`config.mk`:
```
export PLATFORM = sky130hd
export DESIGN_NAME = rport_ctl_reg
export DESIGN_NICKNAME = d
export VERILOG_FILES = /design/src/rtl/rport_pkg.sv /design/src/rtl/rport_edge_det.sv /design/src/rtl/rport_sticky_flag.sv /design/src/rtl/rport_ctrl_bits.sv /design/src/rtl/rport_ctl_reg.sv
export SDC_FILE = /design/constraint.sdc
export NUM_CORES = 1
export LEC_CHECK = 0
export BUFFER_PORTS_ARGS = -buffer_cell sky130_fd_sc_hd__buf_2
export CORE_AREA = 2 2 39 41
export CTS_CLUSTER_DIAMETER = 60
export DETAILED_ROUTE_END_ITERATION = 6
export DIE_AREA = 0 0 41 43
export PLACE_DENSITY = 0.75
export SYNTH_ARGS = -nofsm -noshare
export SYNTH_HDL_FRONTEND = slang
export SYNTH_HIERARCHICAL = 1
export SYNTH_SLANG_ARGS = --single-unit
export TNS_END_PERCENT = 50
```
`constraint.sdc`:
```
create_clock -name clk_i -period 3.3 [get_ports clk_i]
set_clock_uncertainty 0.15 [all_clocks]
set_input_delay 0.66 -clock clk_i [delete_from_list [all_inputs] [get_ports clk_i]]
set_output_delay 0.66 -clock clk_i [all_outputs]
set_load 0.05 [all_outputs]
```
`src/rtl/rport_pkg.sv`:
```
package rport_pkg;
  localparam int unsigned REG_W = 16;
  // bit positions decoded by software
  localparam int unsigned B_CONN     = 0;
  localparam int unsigned B_CONN_CHG = 1;
  localparam int unsigned B_EN       = 2;
  localparam int unsigned B_EN_CHG   = 3;
  localparam int unsigned B_DP       = 4;
  localparam int unsigned B_DM       = 5;
  localparam int unsigned B_RESUME   = 6;
  localparam int unsigned B_ONE      = 7;
  localparam int unsigned B_LS       = 8;
  localparam int unsigned B_RST      = 9;
  localparam int unsigned B_OC       = 10;
  localparam int unsigned B_OC_CHG   = 11;
  localparam int unsigned B_SUSP     = 12;
  localparam int unsigned N_EDGE     = 2;  // connect, overcurrent
  localparam int unsigned N_FLAG     = 3;  // connect, enable, overcurrent changes
endpackage

```
`src/rtl/rport_edge_det.sv`:
```
module rport_edge_det (
  input  logic clk_i,
  input  logic rst_ni,
  input  logic level_i,
  output logic rise_o,
  output logic fall_o
);
  logic prev_q;

  always_ff @(posedge clk_i or negedge rst_ni) begin
    if (!rst_ni) prev_q <= 1'b0;
    else         prev_q <= level_i;
  end

  assign rise_o = level_i & ~prev_q;
  assign fall_o = ~level_i & prev_q;
endmodule

```
`src/rtl/rport_sticky_flag.sv`:
```
module rport_sticky_flag (
  input  logic clk_i,
  input  logic rst_ni,
  input  logic set_i,
  input  logic clr_i,
  output logic flag_o
);
  always_ff @(posedge clk_i or negedge rst_ni) begin
    if (!rst_ni)     flag_o <= 1'b0;
    else if (set_i)  flag_o <= 1'b1;  // event beats clear
    else if (clr_i)  flag_o <= 1'b0;
  end
endmodule

```
`src/rtl/rport_ctrl_bits.sv`:
```
module rport_ctrl_bits
  import rport_pkg::*;
(
  input  logic             clk_i,
  input  logic             rst_ni,
  input  logic             wr_en_i,
  input  logic [REG_W-1:0] wr_data_i,
  input  logic             disconnect_i,
  output logic             en_o,
  output logic             rst_o,
  output logic             susp_o
);
  always_ff @(posedge clk_i or negedge rst_ni) begin
    if (!rst_ni) begin
      en_o   <= 1'b0;
      rst_o  <= 1'b0;
      susp_o <= 1'b0;
    end else begin
      if (disconnect_i)  en_o <= 1'b0;
      else if (wr_en_i)  en_o <= wr_data_i[B_EN];
      if (wr_en_i) begin
        rst_o  <= wr_data_i[B_RST];
        susp_o <= wr_data_i[B_SUSP];
      end
    end
  end
endmodule

```
`src/rtl/rport_ctl_reg.sv`:
```
module rport_ctl_reg
  import rport_pkg::*;
#(
  parameter bit OC_ACTIVE_LOW = 1'b0
) (
  input  logic             clk_i,
  input  logic             rst_ni,
  input  logic             wr_en_i,
  input  logic [REG_W-1:0] wr_data_i,
  output logic [REG_W-1:0] rd_data_o,
  input  logic             connect_i,
  input  logic             dplus_i,
  input  logic             dminus_i,
  input  logic             lowspeed_i,
  input  logic             resume_i,
  input  logic             ovc_raw_i,
  output logic             port_enable_o,
  output logic             port_reset_o,
  output logic             port_suspend_o
);
  logic              oc_cond;
  logic [N_EDGE-1:0] lvl, rise, fall;
  logic [N_FLAG-1:0] f_set, f_clr, f_q;

  // polarity chosen at build time
  generate
    if (OC_ACTIVE_LOW) begin : g_oc_lo
      assign oc_cond = ~ovc_raw_i;
    end else begin : g_oc_hi
      assign oc_cond = ovc_raw_i;
    end
  endgenerate

  assign lvl = {oc_cond, connect_i};

  for (genvar e = 0; e < N_EDGE; e++) begin : g_edge
    rport_edge_det u_edge (
      .clk_i  (clk_i),
      .rst_ni (rst_ni),
      .level_i(lvl[e]),
      .rise_o (rise[e]),
      .fall_o (fall[e])
    );
  end

  rport_ctrl_bits u_ctrl (
    .clk_i       (clk_i),
    .rst_ni      (rst_ni),
    .wr_en_i     (wr_en_i),
    .wr_data_i   (wr_data_i),
    .disconnect_i(fall[0]),
    .en_o        (port_enable_o),
    .rst_o       (port_reset_o),
    .susp_o      (port_suspend_o)
  );

  // flag 0: connect change, 1: enable change, 2: overcurrent change
  assign f_set = {rise[1] | fall[1], fall[0] & port_enable_o, rise[0] | fall[0]};
  assign f_clr = {N_FLAG{wr_en_i}} &
                 {wr_data_i[B_OC_CHG], wr_data_i[B_EN_CHG], wr_data_i[B_CONN_CHG]};

  for (genvar f = 0; f < N_FLAG; f++) begin : g_flag
    rport_sticky_flag u_flag (
      .clk_i (clk_i),
      .rst_ni(rst_ni),
      .set_i (f_set[f]),
      .clr_i (f_clr[f]),
      .flag_o(f_q[f])
    );
  end

  always_comb begin
    rd_data_o             = '0;
    rd_data_o[B_CONN]     = connect_i;
    rd_data_o[B_CONN_CHG] = f_q[0];
    rd_data_o[B_EN]       = port_enable_o;
    rd_data_o[B_EN_CHG]   = f_q[1];
    rd_data_o[B_DP]       = dplus_i;
    rd_data_o[B_DM]       = dminus_i;
    rd_data_o[B_RESUME]   = resume_i;
    rd_data_o[B_ONE]      = 1'b1;
    rd_data_o[B_LS]       = lowspeed_i;
    rd_data_o[B_RST]      = port_reset_o;
    rd_data_o[B_OC]       = oc_cond;
    rd_data_o[B_OC_CHG]   = f_q[2];
    rd_data_o[B_SUSP]     = port_suspend_o;
  end
endmodule

```
* Word-level counts from Yosys, hierarchy flattened
Index checks and enable logic that the tools add are counted.
** Storage, ports and cells
- Bits in read-only memories :: 0
- Output and inout bits :: 19
- Word-level logic and storage cells :: 32
- Bits in registers :: 8
- Input bits :: 25
- Latch bits :: 0
- Memories kept :: 0
- Bits in writable memories :: 0
** Operators by class
- $mul :: 0
- Bitwise logic cells :: 12
- Shifts and indexed selects :: 0
- Div/mod/pow operators :: 0
- Mux-type cells :: 8
- Add/sub/neg operators :: 0
- Reduce and logical (&&, ||, !) cells :: 4
- Magnitude comparators :: 0
- Equality and inequality tests :: 0
** Operator list (number)
- 2-to-1 mux 1 bit :: 8
- nonzero test 2 bit :: 4
- bitwise AND 1 bit :: 5
- inverter 1 bit :: 4
- bitwise AND 3 bit :: 1
- OR 1 bit :: 2

* Depth between registers and ports, before layout
- Word-level depth :: 4
- Mapped depth :: 3
- Gate-level depth less buffers :: 3

* By module
Netlist, hierarchy kept.
** By module, submodules not included
- rport_ctl_reg :: cells an instance 21, instances 1, area each 143.9 µm², seq. area each 0.0 µm²
- rport_ctrl_bits :: cells an instance 7, instances 1, area each 111.4 µm², seq. area each 75.1 µm²
- rport_sticky_flag :: cells an instance 3, instances 3, area each 36.3 µm², seq. area each 25.0 µm²
- rport_edge_det :: cells an instance 3, instances 2, area each 40.0 µm², seq. area each 25.0 µm²

* Worst setup path before layout
Ideal clock, no wire load.
- Path kind :: flip-flop to output port
- Start point :: register u_ctrl.en_o
- End point :: output rd_data_o[2]
- Data arrival time :: 914 ps
- Buffers on the path :: 1
- Stages on the path, launching flop included :: 2
- Data required time :: 2490 ps
- Path slack :: 1576 ps
- Cell sequence :: dfrtp_1 -> buf_4
** RTL lines
- from (decl) :: RTL line rport_ctrl_bits.sv:9 : output logic en_o,
- from (signal assigned) :: RTL line rport_ctrl_bits.sv:20 : else if (wr_en_i) en_o <= wr_data_i[B_EN];
- to (decl) :: RTL line rport_ctl_reg.sv:10 : output logic [REG_W-1:0] rd_data_o,
No word-level cell between the ends.

* Worst setup path in the final report
- Start point :: input connect_i
- End point :: output rd_data_o[0]
** RTL lines
- from (decl) :: RTL line rport_ctl_reg.sv:11 : input logic connect_i,
No word-level cell between the ends.

==> out/results.txt <==
Iteration count of the initial detailed-routing pass = 2
Clock root buffer = sky130_fd_sc_hd__clkbuf_4
Number of hold violations in the final report = 0
Leading cell types by total area after synthesis = sky130_fd_sc_hd__dfrtp_1 (45%), sky130_fd_sc_hd__buf_4 (22%), sky130_fd_sc_hd__a21o_1 (5.1%)
Die footprint = 1760 um^2
Pin count of the biggest net entering global routing = 9
Share of synthesized area spent on multiplexers = 7.32%
Slack of the critical path = 1.48 ns
Half-perimeter wire length after detailed placement = 507 um
Effective utilization at floorplan = 32.1%
Synth top cells by count = sky130_fd_sc_hd__buf_4 (13), sky130_fd_sc_hd__dfrtp_1 (8), sky130_fd_sc_hd__a21o_1 (3), sky130_fd_sc_hd__and2_1 (3), sky130_fd_sc_hd__inv_1 (3)
Number of pins exceeding their max-slew limit in the final report = 0
Number of flip-flops and latches in the synthesized netlist = 8
Post-synthesis async set-or-reset flop share = 100%
Fin cells = 72
Remaining design rule violation count = 0
Routability congestion estimate from global placement = 0.600
Final-report setup violation count = 0
Peak fanout along the critical path = 4
Clock latency at the later pin of the worst-skew pair = 0.24 ns
Die X-Extent = 41 um
Class of the most critical setup path = input pin to output port
Number of synthesized flops with an enable pin = 0
Synth-to-layout area growth = 13.0%
Level count of the clock H-tree = 1
Area leader, netlist = sky130_fd_sc_hd__dfrtp_1
Worst stage delay on the critical path = 0.26 ns
Arrival time reported for the critical path endpoint = 1.01 ns
Filler cell count = 146
Global routing usage summed across all routing layers = 9.02%
Clock buffer count from CTS = 3
Final global-route overflow total = 0
Final Net Count = 83
Total I/O pin count = 44
Post-CTS sizing = 0
Required time at the worst-slack endpoint = 2.49 ns
# clock sinks = 8
Portion of synthesized cell area occupied by the leading cell type = 45.1%
Slowest library cell on the worst path = sky130_fd_sc_hd__buf_2
Core Area = 1380 um^2
Main combinational cell family by area after synthesis = buffers and inverters
Total negative slack for setup checks = 0 ns
Area of combinational cells with multiple inputs = 143 um^2
Power Dens Cells = 546 nW/um^2
Hold-fix buffer count after cts = 0
Worst hold path class = input pin to asynchronous set/reset pin
Netlist Area Pre-Place = 444 um^2
Starting DRT DRC Count = 3
Count of buffers inserted at the top-level ports = 21
Tmin final = 1.82 ns
Antenna diode count = 0
Result of the run = complete, no violations
Final core area utilization = 36.3%
Clk slew on worst S/H paths = 0.05 ns
Clock tree from TritonCTS = done
Placement-stage worst setup slack = 1.47 ns
Distinct cell type count after synthesis = 13
Number of global-route vias before repair = 274
Layout cells sized above 1 = 51.8%
Storage element area = 200 um^2
Vertical die dimension = 43 um
Average instance area after synthesis = 10.3 um^2
Mapped Cells = 43
Number of warning messages in the yosys log = 6
Max Fclk = 548 MHz
Most frequent cell after synthesis = sky130_fd_sc_hd__buf_4
Complex-gate fraction of the synthesized area = 5.07%
Post-synthesis share of cell area spent on full adders, half adders and majority gates = 0%
Crit start category = input pin
Share of synthesized area occupied by flip-flops and latches = 45.1%
Fin crit share = 55.3%
Number of antenna violations at the first check in global routing = 0
Family of cells with the greatest summed delay on the critical path = buffers and inverters
Critical Path Sink Type = output port
Cell repeated most along the worst path = sky130_fd_sc_hd__buf_2
Via count = 290
Detailed-route wire length = 639 um
Xor and xnor fraction of the mapped netlist area = 0%
Share of synthesized cell area in and, or, nand and nor gates = 16.3%
Total of max-cap violations = 0
Dominant register cell in the synthesized netlist = sky130_fd_sc_hd__dfrtp_1
Critical path buffer and inverter count = 2
Worst VDD drop = 0.220 mV
Inst Count DP = 69
DR WL/cell = 8.88 um
Via/cell ratio = 4.03
Global-route wire length before repair = 1020 um
Largest buffer count on any clock path = 2
Chain of cells forming the critical path = buf_2, buf_2
Post-route ant nets = 0
Site row count = 14
Number of post-CTS setup repair buffers = 0
RSZ-0062 raised after global routing = false
Min Hold Slack = 0.0951 ns
Leakage power = 0.278 nW
-- metrics by stage --
| step | area [um^2] | power, W |
|---|---|---|
| final | 502 | 0.000274 |
| after global routing | 502 | 0.000290 |
| after CTS | 502 | 0.000280 |
| after detailed placement | 479 | 0.000205 |
| after global placement | 479 | 0.000204 |
| after floorplan | 452 | 0.000205 |
-- per-layer routing --
metal | global-route usage (%) | wire (um) | up-vias
met5 | 0 | 0 | -
met4 | 2.00 | 0 | 0
met3 | 7.85 | 82 | 0
met2 | 13.8 | 282 | 20
met1 | 8.94 | 275 | 130
li1 | - | - | 140
-- worst paths after layout --
| path | startpoint | to | depth (start not counted) | slack [ns] |
|---|---|---|---|---|
| max | connect_i | rd_data_o[0] | 2 | 1.48 |
| min | rst_ni | u_ctrl/rst_o | 1 | 0.1 |
| max reg2reg | g_edge[0].u_edge/prev_q | g_flag[0].u_flag/flag_o | 3 | 2.10 |
| min reg2reg | g_flag[1].u_flag/flag_o | g_flag[1].u_flag/flag_o | 1 | 0.32 |
| max in group asynchronous | rst_ni | g_edge[0].u_edge/prev_q | 1 | 2.74 |
| min in group clk_i | g_flag[1].u_flag/flag_o | g_flag[1].u_flag/flag_o | 1 | 0.32 |
-- kinds of logic after synthesis --
group                  Yosys count
and+or+nand+nor                 11
buffers and inverters           16
AOI/OAI and AO/OA                3
muxes                            3
DFF                              8
other                            2
-- where the power goes --
part / internal, W / switching (W)
clock network: 0.0000414 / 0.0000304
registers: 0.000107 / 0.00000474
logic: 0.0000221 / 0.0000682
total: 0.000171 / 0.000103
-- cell usage in the layout (no fill, tap or decap) --
cell type / synthesis / routed
sky130_fd_sc_hd__clkbuf_4: 0 / 3
sky130_fd_sc_hd__and2_1: 3 / 3
sky130_fd_sc_hd__and2_2: 1 / 1
sky130_fd_sc_hd__mux2_2: 2 / 2
sky130_fd_sc_hd__nor2_1: 1 / 1
sky130_fd_sc_hd__conb_1: 2 / 4
sky130_fd_sc_hd__inv_1: 3 / 3
sky130_fd_sc_hd__mux2i_1: 1 / 1
sky130_fd_sc_hd__and2b_2: 2 / 2
sky130_fd_sc_hd__nor2b_1: 2 / 2
sky130_fd_sc_hd__a21o_1: 3 / 3
sky130_fd_sc_hd__dfrtp_1: 8 / 8
sky130_fd_sc_hd__or2_1: 2 / 2
sky130_fd_sc_hd__buf_2: 0 / 21
-- flip-flops by register name, summed over array words and instances, names as in the netlist --
name	flops
u_ctrl/susp_o	1
u_ctrl/en_o	1
u_ctrl/rst_o	1
g_flag.u_flag/flag_o	3
g_edge.u_edge/prev_q	2
-- cell type report --
| type | instances | share of cell area [%] |
|---|---|---|
| repair buffers | 21 | 20.9 |
| clock buffers | 3 | 4.49 |
| flip-flops and latches | 8 | 39.9 |
| multi-input cells | 21 | 28.4 |
| inverters | 3 | 2.24 |
| well taps | 16 | 3.99 |
Note: power is estimated with default switching activity, not from simulation.
